**src/rtl/step_ctrl_pkg.sv**
```systemverilog
package step_ctrl_pkg;

  localparam int OP_W   = 4;
  localparam int STEP_W = 2;

  typedef enum logic [STEP_W-1:0] {
    ST_FETCH = 2'd0,
    ST_EXEC  = 2'd1,
    ST_WB    = 2'd2,
    ST_BAD   = 2'd3
  } step_e;

  typedef enum logic [OP_W-1:0] {
    OP_BRZ   = 4'd0,
    OP_BRGT  = 4'd1,
    OP_SHL   = 4'd2,
    OP_ADD   = 4'd3,
    OP_SUB   = 4'd4,
    OP_INV   = 4'd5,
    OP_AND   = 4'd6,
    OP_OR    = 4'd7,
    OP_LD    = 4'd8,
    OP_ST    = 4'd9,
    OP_MRR   = 4'd10,
    OP_MRI   = 4'd11,
    OP_ADDI  = 4'd12,
    OP_LDI   = 4'd13,
    OP_CLR   = 4'd14,
    OP_NONE  = 4'd15
  } op_e;

  typedef struct packed {
    logic fetch_en;
    logic mem_rd;
    logic mem_wr;
    logic reg_rd;
    logic reg_wr;
    logic branch_en;
    logic br_gt_sel;
    logic alu_b_sel;
    logic mreg_set;
    logic mreg_src;
    logic imp_r3;
    logic imm_data;
    logic imm4;
    logic wr_zero;
  } ctrl_t;

  localparam int CTRL_W = $bits(ctrl_t);

endpackage

```
**src/rtl/step_ctrl_seq.sv**
```systemverilog
module step_ctrl_seq
  import step_ctrl_pkg::*;
(
  input  logic  clk,
  input  logic  rst_n,
  output step_e step_q
);

  step_e step_d;

  always_comb begin
    unique case (step_q)
      ST_FETCH: step_d = ST_EXEC;
      ST_EXEC:  step_d = ST_WB;
      default:  step_d = ST_FETCH;
    endcase
  end

  always_ff @(posedge clk or negedge rst_n) begin
    if (!rst_n) step_q <= ST_FETCH;
    else        step_q <= step_d;
  end

endmodule

```
**src/rtl/step_ctrl_oplatch.sv**
```systemverilog
module step_ctrl_oplatch
  import step_ctrl_pkg::*;
(
  input  logic            clk,
  input  logic            rst_n,
  input  step_e           step_q,
  input  logic [OP_W-1:0] op_in,
  output op_e             op_q
);

  // capture on the edge that closes fetch; hold for the rest of the instruction
  always_ff @(posedge clk or negedge rst_n) begin
    if (!rst_n)                 op_q <= OP_NONE;
    else if (step_q == ST_FETCH) op_q <= op_e'(op_in);
  end

endmodule

```
**src/rtl/step_ctrl_dec.sv**
```systemverilog
module step_ctrl_dec
  import step_ctrl_pkg::*;
(
  input  step_e step_q,
  input  op_e   op_q,
  output ctrl_t ctrl
);

  ctrl_t ex_c;
  ctrl_t wb_c;

  // execute-step control set
  always_comb begin
    ex_c = '0;
    unique case (op_q)
      OP_BRZ, OP_BRGT: begin
        ex_c.reg_rd    = 1'b1;
        ex_c.branch_en = 1'b1;
        ex_c.br_gt_sel = (op_q == OP_BRGT);
      end
      OP_SHL: begin
        ex_c.reg_rd    = 1'b1;
        ex_c.alu_b_sel = 1'b1;
      end
      OP_ADD, OP_SUB, OP_INV, OP_AND, OP_OR: ex_c.reg_rd = 1'b1;
      OP_LD:  ex_c.mem_rd = 1'b1;
      OP_ST: begin
        ex_c.reg_rd = 1'b1;
        ex_c.mem_wr = 1'b1;
      end
      OP_MRR: begin
        ex_c.reg_rd   = 1'b1;
        ex_c.mreg_set = 1'b1;
        ex_c.mreg_src = 1'b1;
      end
      OP_MRI: ex_c.mreg_set = 1'b1;
      OP_ADDI: begin
        ex_c.reg_rd    = 1'b1;
        ex_c.imp_r3    = 1'b1;
        ex_c.imm4      = 1'b1;
        ex_c.alu_b_sel = 1'b1;
      end
      default: ex_c = '0;
    endcase
  end

  // write-back-step control set
  always_comb begin
    wb_c = '0;
    unique case (op_q)
      OP_SHL, OP_ADD, OP_SUB, OP_INV, OP_AND, OP_OR, OP_LD, OP_ADDI:
        wb_c.reg_wr = 1'b1;
      OP_LDI: begin
        wb_c.reg_wr   = 1'b1;
        wb_c.imp_r3   = 1'b1;
        wb_c.imm_data = 1'b1;
      end
      OP_CLR: begin
        wb_c.reg_wr  = 1'b1;
        wb_c.wr_zero = 1'b1;
      end
      default: wb_c = '0;
    endcase
  end

  always_comb begin
    ctrl = '0;
    unique case (step_q)
      ST_FETCH: begin
        ctrl.fetch_en = 1'b1;
        ctrl.mem_rd   = 1'b1;
      end
      ST_EXEC: ctrl = ex_c;
      ST_WB:   ctrl = wb_c;
      default: ctrl = '0;
    endcase
  end

endmodule

```
**src/rtl/step_ctrl_top.sv**
```systemverilog
module step_ctrl_top
  import step_ctrl_pkg::*;
(
  input  logic                        clk,
  input  logic                        rst_n,
  input  logic [step_ctrl_pkg::OP_W-1:0]   opcode,
  output logic [step_ctrl_pkg::STEP_W-1:0] step_o,
  output logic                        fetch_en,
  output logic                        mem_rd,
  output logic                        mem_wr,
  output logic                        reg_rd,
  output logic                        reg_wr,
  output logic                        branch_en,
  output logic                        br_gt_sel,
  output logic                        alu_b_sel,
  output logic                        mreg_set,
  output logic                        mreg_src,
  output logic                        imp_r3,
  output logic                        imm_data,
  output logic                        imm4,
  output logic                        wr_zero
);

  step_e step_q;
  op_e   op_q;
  ctrl_t dec_c;
  ctrl_t out_c;

  step_ctrl_seq u_seq (
    .clk    (clk),
    .rst_n  (rst_n),
    .step_q (step_q)
  );

  step_ctrl_oplatch u_lat (
    .clk    (clk),
    .rst_n  (rst_n),
    .step_q (step_q),
    .op_in  (opcode),
    .op_q   (op_q)
  );

  step_ctrl_dec u_dec (
    .step_q (step_q),
    .op_q   (op_q),
    .ctrl   (dec_c)
  );

  assign out_c = rst_n ? dec_c : '0;

  assign step_o    = step_q;
  assign fetch_en  = out_c.fetch_en;
  assign mem_rd    = out_c.mem_rd;
  assign mem_wr    = out_c.mem_wr;
  assign reg_rd    = out_c.reg_rd;
  assign reg_wr    = out_c.reg_wr;
  assign branch_en = out_c.branch_en;
  assign br_gt_sel = out_c.br_gt_sel;
  assign alu_b_sel = out_c.alu_b_sel;
  assign mreg_set  = out_c.mreg_set;
  assign mreg_src  = out_c.mreg_src;
  assign imp_r3    = out_c.imp_r3;
  assign imm_data  = out_c.imm_data;
  assign imm4      = out_c.imm4;
  assign wr_zero   = out_c.wr_zero;

endmodule

```
**config.mk**
```make
export PLATFORM = sky130hd
export DESIGN_NAME = step_ctrl_top
export DESIGN_NICKNAME = d
export VERILOG_FILES = /design/src/rtl/step_ctrl_pkg.sv /design/src/rtl/step_ctrl_seq.sv /design/src/rtl/step_ctrl_oplatch.sv /design/src/rtl/step_ctrl_dec.sv /design/src/rtl/step_ctrl_top.sv
export SDC_FILE = /design/constraint.sdc
export NUM_CORES = 1
export LEC_CHECK = 0
export BUFFER_PORTS_ARGS = -buffer_cell sky130_fd_sc_hd__clkbuf_2
export CORE_AREA = 2 2 39 41
export CTS_CLUSTER_SIZE = 20
export DETAILED_ROUTE_END_ITERATION = 12
export DIE_AREA = 0 0 41 43
export GPL_ROUTABILITY_DRIVEN = 0
export PLACE_DENSITY = 0.75
export SETUP_SLACK_MARGIN = 0.15
export SLEW_MARGIN = 20
export SYNTH_ARGS = -nofsm -noshare
export SYNTH_HDL_FRONTEND = slang
export SYNTH_HIERARCHICAL = 1
export SYNTH_SLANG_ARGS = --single-unit
export TNS_END_PERCENT = 100
```
**constraint.sdc**
```tcl
create_clock -name clk -period 2.05 [get_ports clk]
set_input_delay 0.205 -clock clk [delete_from_list [all_inputs] [get_ports clk]]
set_output_delay 0.205 -clock clk [all_outputs]
set_load 0.02 [all_outputs]
```
==> reports/results.tsv, run 1 <==
metric	value	unit
WS Path Type	register to output pin	
pin count of the biggest net entering global routing	21	
Root Buffer	clkbuf_4	
Cells on Worst Hold Path	2	
Synth area leaders	dfstp_2, and2_2, mux2_4	
clock tree buffer depth	2	
largest family of logic cells by synthesized area	simple AND/OR/NAND/NOR gates	
routed vias/inst	4.87	
vias in the first global route	419	
Synth Area in XOR/XNOR	1.40	%
synthesized cell area	626	µm²
initial antenna violation count	0	
max cap viols	0	
dpl ws	0.228	ns
fin worst setup slack	0.208	ns
syn nets	79	
Inserted Clock Buffers	3	
worst-path cell chain	inv_2 > ha_2 > nor3b_4 > nor2b_1 > and2_2 > clkbuf_2	
TritonCTS clock tree	built	
Critical Path Fanout Max	6	
DRC	0	
Crit path arrival time	1.64	ns
post-synthesis register bit count	6	
Die H	43	µm
Slowest-stage cell, CP	dfrtp_2	
# port buffers	21	
power per cell area	375	nW/µm²
simple-gate share of the synthesized area	42.0	%
WL/cell	10.4	µm
Layout Skew	0.00489	ns
Tmin final	1.84	ns
Synth Area in Adders	6.00	%
RSZ-0062 raised after global routing	no	
Antenna diodes	0	
Compound-Gate Fraction of Synth Area	5.20	%
Die Footprint	1760	µm²
Hold Fails Final Rpt	0	
post-synthesis sequential area ratio	24.8	%
Slew @ Worst Pin	0.328	ns
First DRT Iteration DRCs	8	
Gate Count Post-Synth	70	
Register-to-Register Path Depth	3	
share of cells above drive strength 1	59.6	%
Placed Area	713	µm²
first-pass GRT wire length	1770	µm
max_slew headroom	78.1	%
GRT overflow	0	
number of flops mapped to enable cells by yosys	0	
share of the synthesized area in the top cell type	16.8	%
maximum clock frequency	543	MHz
Synth area leader	dfstp_2	
area taken by flip-flops and latches	158	µm²
fillers	122	
core area	1380	µm²
worst hold path type	primary input to register	
Worst path max stage delay	0.42	ns
FFs w/ async S/R, synth	100	%
Fin Setup TNS	0	ns
Final setup viols	0	
Mean Syn Cell Area	8.94	µm²
Site Rows	14	
Required @ worst endpoint	1.85	ns
Final Max Slew Viols	0	
H-tree levels	1	
Yosys cell types	28	
mux cell area share after synthesis	12.8	%
worst vdd ir	371	µV
I/O pin cnt	22	
CP endpoint kind	output pin	
CTS sink count	6	
startpoint types	register	
post-route ant nets	0	
Clock Latency Late Sink	0.24	ns
status	finished clean	
Via Count	560	
Syn-to-layout area delta	32.8	%
dpl hpwl	864	µm
Global Route Usage Sum	14.7	%
synth warn	6	
Finished Cell Area	831	µm²
Nets	109	
Post-synth top cells	and2_2, nand2_1, nor2_1	
Routed Wire Length	1190	µm
most frequent cell after synthesis	and2_2	
initial core utilization	45.2	%
multi-input logic area	448	µm²
leakage power	0.442	nW
Clock transition at path regs	0.05	ns
most used flip-flop cell after synthesis	dfstp_2	
DR pass1 iterations	4	
Die Wd	41	µm
crit share post-route	89.8	%
-- stage by stage --
step           total power, mW  hold slack, ns  util [%]  std cells
4_1_cts                  0.312           0.186      55.8        108
2_1_floorplan            0.179         -0.0906         -         70
3_5_place_dp             0.190           0.111      51.5        103
3_3_place_gp             0.189           0.102      51.5        103
6_report                 0.312           0.197      60.0        115
5_1_grt                  0.340           0.174      60.0        115
-- layer usage --
metal	up-vias	GRT usage [%]	share of wire (%)
met5	-	0	0
met4	0	10.0	0
met3	0	3.14	4.5
met2	17	20.0	49
met1	249	19.7	46
li1	294	-	-
-- registers in the layout, indices dropped and copies added, names as in the netlist --
register	count
u_seq/step_q	2
u_lat/op_q	4
-- cell families (layout without fill, tap and decap cells) --
| logic type | Yosys count | after routing |
|---|---|---|
| AOI/OAI and AO/OA | 6 | 6 |
| xor gates and xnor gates | 1 | 1 |
| adders and majority gates | 3 | 3 |
| buffers and inverters | 7 | 36 |
| DFF | 6 | 6 |
| muxes | 6 | 6 |
| and+or+nand+nor | 41 | 41 |
-- cells in the final DEF (no fill, tap or decap), types with 2 or more instances in the layout --
cell	count
nand2_1	6
clkbuf_2	21
dfrtp_2	2
nor2_1	6
buf_4	7
nor3_1	2
mux2i_1	2
o21ai_0	2
a21oi_1	3
dfstp_2	4
and2_2	10
nor2b_1	2
inv_1	2
mux2_4	4
and4_1	2
and2_1	4
clkbuf_4	3
-- worst paths after layout --
| kind | start | end | slack [ns] |
|---|---|---|---|
| setup / recovery | u_seq/step_q[1]$_DFF_PN0_ | imm4 | 0.21 |
| hold / removal | opcode[1] | u_lat/op_q[1]$_DFFE_PN1N_ | 0.20 |
| setup reg to reg | u_seq/step_q[1]$_DFF_PN0_ | u_lat/op_q[2]$_DFFE_PN1N_ | 0.89 |
| hold reg to reg | u_seq/step_q[0]$_DFF_PN0_ | u_seq/step_q[0]$_DFF_PN0_ | 0.59 |
| max in group asynchronous | rst_n | u_lat/op_q[1]$_DFFE_PN1N_ | 1.37 |
| min in group asynchronous | rst_n | u_seq/step_q[0]$_DFF_PN0_ | 0.39 |
-- report_power, final --
| part | total [mW] | internal, mW | leakage (nW) | switching, mW |
|---|---|---|---|---|
| Clock | 0.114 | 0.0736 | 0.0150 | 0.0400 |
| Sequential | 0.137 | 0.127 | 0.0640 | 0.0103 |
| Combinational | 0.0613 | 0.0325 | 0.363 | 0.0288 |
| Total | 0.312 | 0.233 | 0.442 | 0.0791 |
-- repair_timing --
action,in CTS,in global routing
setup endpoints to repair,13,6
gates cloned,0,0
hold buffers,1,0
setup buffers,0,7
gates resized for setup,6,1
pin swaps,0,0
endpoints found under the hold margin,2,0
-- critical path, delay by kind of cell (launching register included) --
kind | cells | cell delay (ns)
DFF | 1 | 0.42
and+or+nand+nor | 3 | 0.50
adders and majority gates | 1 | 0.23
buffers and inverters | 2 | 0.25
-- final cells by class --
cell class | instances | area share (%)
inverter | 3 | 1.36
tap | 16 | 2.41
multi-input combinational | 57 | 53.9
sequential | 6 | 19.0
timing repair buffer | 29 | 20.2
clock buffer | 4 | 3.16
Note: power is estimated with default switching activity, not from simulation.
==> run 2, diff against run 1 <==
--- a/config.mk
+++ b/config.mk
@@ -7,6 +7,7 @@
 export LEC_CHECK = 0
 export BUFFER_PORTS_ARGS = -buffer_cell sky130_fd_sc_hd__clkbuf_2
 export CORE_AREA = 2 2 39 41
+export CTS_BUF_LIST = sky130_fd_sc_hd__clkbuf_8
 export CTS_CLUSTER_SIZE = 20
 export DETAILED_ROUTE_END_ITERATION = 12
 export DIE_AREA = 0 0 41 43
==> run 2 against run 1 <==
  * Cell count shrank 0.87%
  * Worst hold slack improved by 0.018 ns
  * Clock skew fell by 0.00077 ns
  * Largest power group is now the clock network
==> reports/results.tsv, run 2 (synthesized netlist as in run 1, its figures left out) <==
metric	value	unit
Worst path max stage delay	0.38	ns
Net Sw Frac	23.4	%
max_slew headroom	78.9	%
worst hold path type	primary input to register	
Logic pwr share	15.6	%
# port buffers	21	
Required @ worst endpoint	1.85	ns
post-route ant nets	0	
Via Count	557	
TritonCTS clock tree	built	
RSZ-0062 raised after global routing	no	
Clock Latency Late Sink	0.22	ns
first-pass GRT wire length	1760	µm
Critical Path Fanout Max	7	
Nets	108	
Slowest-stage cell, CP	ha_2	
Sw Pwr	0.0876	mW
Fin Setup TNS	0	ns
Final Max Slew Viols	0	
clock tree buffer depth	2	
WP buf/inv	2	
Die Wd	41	µm
Crit path arrival time	1.64	ns
dpl hpwl	864	µm
max cap viols	0	
max reg flops	4	
routed vias/inst	4.89	
H-tree levels	1	
dpl ws	0.228	ns
Hold Fails Final Rpt	0	
Inserted Clock Buffers	3	
Clock power frac	47.8	%
Die H	43	µm
Root Buffer	clkbuf_8	
WL/cell	10.1	µm
crit share post-route	89.9	%
Tmin final	1.84	ns
worst-path cell chain	inv_1 > ha_2 > nand4_1 > nor3_1 > and2_2 > clkbuf_2	
sequential share of power	36.6	%
Final setup viols	0	
GRT overflow	0	
maximum clock frequency	542	MHz
Slew @ Worst Pin	0.317	ns
initial antenna violation count	0	
pin count of the biggest net entering global routing	21	
I/O pin cnt	22	
commonest non-fill, non-tap cells in the layout	clkbuf_2, and2_2, buf_4, nand2_1, nor2_1	
critical path's top delay family	simple AND/OR/NAND/NOR gates	
Layout Skew	0.00411	ns
First DRT Iteration DRCs	7	
Finished Cell Area	823	µm²
initial core utilization	45.2	%
startpoint types	register	
power per cell area	454	nW/µm²
fillers	130	
leakage power	0.446	nW
Die Footprint	1760	µm²
Antenna diodes	0	
worst vdd ir	467	µV
CP endpoint kind	output pin	
Site Rows	14	
Global Route Usage Sum	14.5	%
most common cell after layout, fill and taps aside	clkbuf_2	
Clock transition at path regs	0.04	ns
Routed Wire Length	1160	µm
WS Path Type	register to output pin	
Syn-to-layout area delta	31.6	%
Placed Area	713	µm²
internal power	0.286	mW
core area	1380	µm²
DR pass1 iterations	4	
DRC	0	
vias in the first global route	431	
Biggest register	u_lat/op_q	
status	finished clean	
CTS sink count	6	
fin worst setup slack	0.206	ns
Regs by FF count	u_lat/op_q x4, u_seq/step_q x2	
share of cells above drive strength 1	57.1	%
-- run 2: cell count changes in the layout (fill, tap and decap cells not counted) --
cell,before,now
clkbuf_1,1,0
inv_2,1,0
ha_4,1,0
inv_1,2,4
nor3b_4,1,0
ha_1,1,2
buf_4,7,6
nor3b_2,0,1
clkbuf_8,0,3
clkbuf_4,3,0
-- run 2: power by group through the flow --
stage / clock, mW / sequential [mW] / combinational (mW)
floorplan: 0 / 0.131 / 0.0481
CTS: 0.184 / 0.139 / 0.0529
global placement: 0 / 0.139 / 0.0500
finish: 0.179 / 0.137 / 0.0581
global route: 0.194 / 0.138 / 0.0648
detailed placement: 0 / 0.139 / 0.0511
-- run 2: area by class of cell --
type / count / area [µm²] / share of cell area, %
timing repair buffer: 28 / 160 / 19.5
sequential: 6 / 158 / 19.1
inverter: 3 / 11.3 / 1.37
clock buffer: 3 / 41.3 / 5.02
clock inverter: 1 / 3.75 / 0.456
multi-input combinational: 57 / 429 / 52.1
tap: 16 / 20.0 / 2.43
-- run 2: timing repair --
action                     CTS  global route
hold buffers                 1             0
buffers inserted             0             6
hold endpoints to repair     2             0
setup endpoints to repair   12            12
pin swaps                    0             0
resized for setup            3             1
-- run 2: routing by layer --
layer / track usage, % / vias to the layer above / share of wire, %
li1: - / 288 / -
met1: 19.1 / 248 / 42
met2: 20.9 / 19 / 50
met3: 1.57 / 2 / 5.8
met4: 10.0 / 0 / 2.0
met5: 0 / - / 0
-- run 2: final timing paths --
path	from	endpoint	slack, ns	depth (start not counted)
hold reg to reg	u_seq/step_q[0]$_DFF_PN0_	u_seq/step_q[0]$_DFF_PN0_	0.58	2
setup / recovery	u_seq/step_q[1]$_DFF_PN0_	br_gt_sel	0.21	6
max in group asynchronous	rst_n	u_lat/op_q[1]$_DFFE_PN1N_	1.36	2
hold / removal	opcode[1]	u_lat/op_q[1]$_DFFE_PN1N_	0.21	2
setup reg to reg	u_seq/step_q[1]$_DFF_PN0_	u_lat/op_q[2]$_DFFE_PN1N_	0.91	3
min in group asynchronous	rst_n	u_seq/step_q[0]$_DFF_PN0_	0.40	2
-- run 2: worst reg2reg max path, stage by stage, from the launching register on --
cell and delay (ns):
dfrtp_2 0.40, buf_4 0.16, nor2_4 0.18, mux2_4 0.32
-- run 2: metrics by stage --
| step | cells | hold slack (ns) | utilization (%) | power (mW) |
|---|---|---|---|---|
| 5_1_grt | 114 | 0.211 | 59.5 | 0.397 |
| 3_5_place_dp | 103 | 0.111 | 51.5 | 0.190 |
| 2_1_floorplan | 70 | -0.0906 | - | 0.179 |
| 4_1_cts | 108 | 0.211 | 56.1 | 0.375 |
| 3_3_place_gp | 103 | 0.102 | 51.5 | 0.189 |
| 6_report | 114 | 0.215 | 59.5 | 0.374 |
==> run 3, diff against run 2 <==
--- a/config.mk
+++ b/config.mk
@@ -12,11 +12,9 @@
 export DETAILED_ROUTE_END_ITERATION = 12
 export DIE_AREA = 0 0 41 43
 export GPL_ROUTABILITY_DRIVEN = 0
-export PLACE_DENSITY = 0.75
+export PLACE_DENSITY = 0.64
 export SETUP_SLACK_MARGIN = 0.15
 export SLEW_MARGIN = 20
 export SYNTH_ARGS = -nofsm -noshare
 export SYNTH_HDL_FRONTEND = slang
-export SYNTH_HIERARCHICAL = 1
 export SYNTH_SLANG_ARGS = --single-unit
-export TNS_END_PERCENT = 100
==> run 3 against run 2 <==
  * Cell count shrank 19%
  * Maximum frequency grew 1.6%
  * Synthesized cell count shrank 23%
  * Non-clock buffer count shrank 6
  * Global-route usage shrank 0.49 points
  * Die area is the same
  * Total power shrank 3.4%
  * Synthesized area shrank 22%
  * Critical path depth shrank 1
  * Clock power is essentially flat
  * Worst setup slack gained 0.028 ns
  * Critical path type unchanged
  * Largest power group unchanged
  * Highest routed layer unchanged
==> reports/results.tsv, run 3 <==
metric	value	unit
worst vdd ir	326	µV
Routed Wire Length	1040	µm
core area	1380	µm²
H-tree levels	1	
Yosys cell types	26	
Hold Fails Final Rpt	0	
leakage power	0.314	nW
DRC	0	
Fin Setup TNS	0	ns
post-synthesis register bit count	6	
Final setup viols	0	
Required @ worst endpoint	1.85	ns
Via Count	454	
commonest non-fill, non-tap cells in the layout	clkbuf_2, nand2_1, nor3_1	
Root Buffer	clkbuf_8	
Synth area leader	dfstp_2	
Die H	43	µm
vias in the first global route	382	
Die Footprint	1760	µm²
post-synthesis sequential area ratio	31.6	%
Regs by FF count	u_lat.op_q x4, u_seq.step_q x2	
FFs w/ async S/R, synth	100	%
I/O pin cnt	22	
# port buffers	21	
Slew @ Worst Pin	0.250	ns
Synth Area in Adders	10.2	%
R2R Setup Slk	0.83	ns
GRT overflow	0	
Antenna diodes	0	
worst hold path type	primary input to asynchronous set/reset pin	
Placed Area	587	µm²
Overall Power	0.361	mW
Post-synth top cells	nand2_1, nor3_1, dfstp_2, ha_1, nor2_1	
Die Wd	41	µm
Biggest register	u_lat.op_q	
most common cell after layout, fill and taps aside	clkbuf_2	
RSZ-0062 raised after global routing	yes	
area taken by flip-flops and latches	155	µm²
largest family of logic cells by synthesized area	simple AND/OR/NAND/NOR gates	
Compound-Gate Fraction of Synth Area	10.7	%
Mean Syn Cell Area	9.08	µm²
Worst path max stage delay	0.38	ns
syn nets	64	
TritonCTS clock tree	built	
WL/cell	11.3	µm
most used flip-flop cell after synthesis	dfstp_2	
First DRT Iteration DRCs	5	
startpoint types	register	
power per cell area	556	nW/µm²
Syn-to-layout area delta	32.4	%
Global Route Usage Sum	14.0	%
reg2reg end	u_lat.op_q[3]$_DFFE_PN1N_	
Tmin final	1.82	ns
Inserted Clock Buffers	3	
Register-to-Register Path Depth	3	
simple-gate share of the synthesized area	26.3	%
Layout Skew	0.00304	ns
final std cells w/o fill	92	
max_slew headroom	83.2	%
mux cell area share after synthesis	8.93	%
share of the synthesized area in the top cell type	21.4	%
multi-input logic area	295	µm²
maximum clock frequency	551	MHz
Gate Count Post-Synth	54	
Critical Path Fanout Max	7	
initial antenna violation count	0	
max cap viols	0	
share of cells above drive strength 1	48.7	%
post-route ant nets	0	
Synth Area in XOR/XNOR	1.79	%
synth warn	0	
clock tree buffer depth	2	
Final Max Slew Viols	0	
initial core utilization	35.4	%
Site Rows	14	
Finished Cell Area	649	µm²
CP endpoint kind	output pin	
CTS sink count	6	
dpl hpwl	788	µm
fillers	141	
worst r2r src	u_seq.step_q[0]$_DFF_PN0_	
Crit path arrival time	1.61	ns
max reg flops	4	
first-pass GRT wire length	1610	µm
number of flops mapped to enable cells by yosys	0	
Slowest-stage cell, CP	dfrtp_1	
Nets	87	
Clock transition at path regs	0.04	ns
Synth area leaders	dfstp_2, dfrtp_1, ha_1	
crit share post-route	88.5	%
final core utilization	46.9	%
Clock Latency Late Sink	0.22	ns
status	finished clean	
pin count of the biggest net entering global routing	13	
WS Path Type	register to output pin	
synthesized cell area	490	µm²
placed cells	87	
worst-path cell chain	inv_1 > ha_1 > nand3_2 > a211oi_1 > buf_2	
DR pass1 iterations	3	
routed vias/inst	4.93	
-- run 3: cell types whose count changed after synthesis, sizes merged, moves of 2 or more --
cell and delta:
a21oi -2, a211oi +2, nor2b -4, and2 -13
nand3 +2, nor3 +3, and4 -2, nor2 -3
nand3b +2
-- run 3: report_power, final --
group	switching [mW]	leakage (nW)	internal, mW	total, mW
clock network	0.0490	0.0269	0.128	0.177
logic	0.0240	0.222	0.0199	0.0439
registers	0.0127	0.0659	0.127	0.140
-- run 3: layer usage --
layer | up-vias | global-route usage (%) | share of wire [%]
li1 | 234 | - | -
met1 | 203 | 17.5 | 49
met2 | 15 | 20.0 | 43
met3 | 2 | 3.14 | 5.8
met4 | 0 | 10.0 | 1.4
met5 | - | 0 | 0
-- run 3: logic make-up (layout without fill, tap and decap cells) --
logic type                 after synthesis  after routing
and+or+nand+nor                         24             24
AOI/OAI and AO/OA                        8              8
buffers and inverters                    7             29
DFF                                      6              6
adders and majority gates                4              4
muxes                                    4              4
xor gates and xnor gates                 1              1
-- run 3: what timing repair did --
item | CTS | global route
hold buffers | 1 | 0
resized for setup | 1 | 4
endpoints found under the hold margin | 2 | 0
endpoints found under the setup margin | 3 | 3
pin swaps | 0 | 1
setup buffers | 0 | 0
-- run 3: final cells by class --
cell class                      count  area share [%]
Multi-Input combinational cell     41            45.5
Sequential cell                     6            23.9
Clock inverter                      1           0.578
Tap cell                           16            3.08
Clock buffer                        3            6.36
Inverter                            3            2.50
Timing Repair Buffer               22            18.1
-- run 3: worst max-delay path: cells and delay by family (launching register included) --
family | cells | cell delay [ns]
AOI/OAI and AO/OA | 1 | 0.22
adders and majority gates | 1 | 0.28
buffers and inverters | 2 | 0.30
DFF | 1 | 0.38
and+or+nand+nor | 1 | 0.19
-- run 3: per-stage QoR --
stage	hold slack (ns)	worst slack, ns
global route	0.0834	0.146
finish	0.0593	0.235
floorplan	-0.0906	0.199
detailed placement	0.0777	0.346
CTS	0.0670	0.186
global placement	0.0761	0.401
-- run 3: worst max-delay path by stage --
stage	from	endpoint	slack (ns)	cells past startpoint
2_1_floorplan	u_seq.step_q[0]$_DFF_PN0_	alu_b_sel	0.20	4
6_report	u_seq.step_q[1]$_DFF_PN0_	alu_b_sel	0.23	5
4_1_cts	u_seq.step_q[0]$_DFF_PN0_	reg_wr	0.19	5
3_5_place_dp	u_seq.step_q[1]$_DFF_PN0_	alu_b_sel	0.35	5
3_3_place_gp	u_seq.step_q[1]$_DFF_PN0_	alu_b_sel	0.40	5
5_1_grt	u_seq.step_q[0]$_DFF_PN0_	alu_b_sel	0.15	5
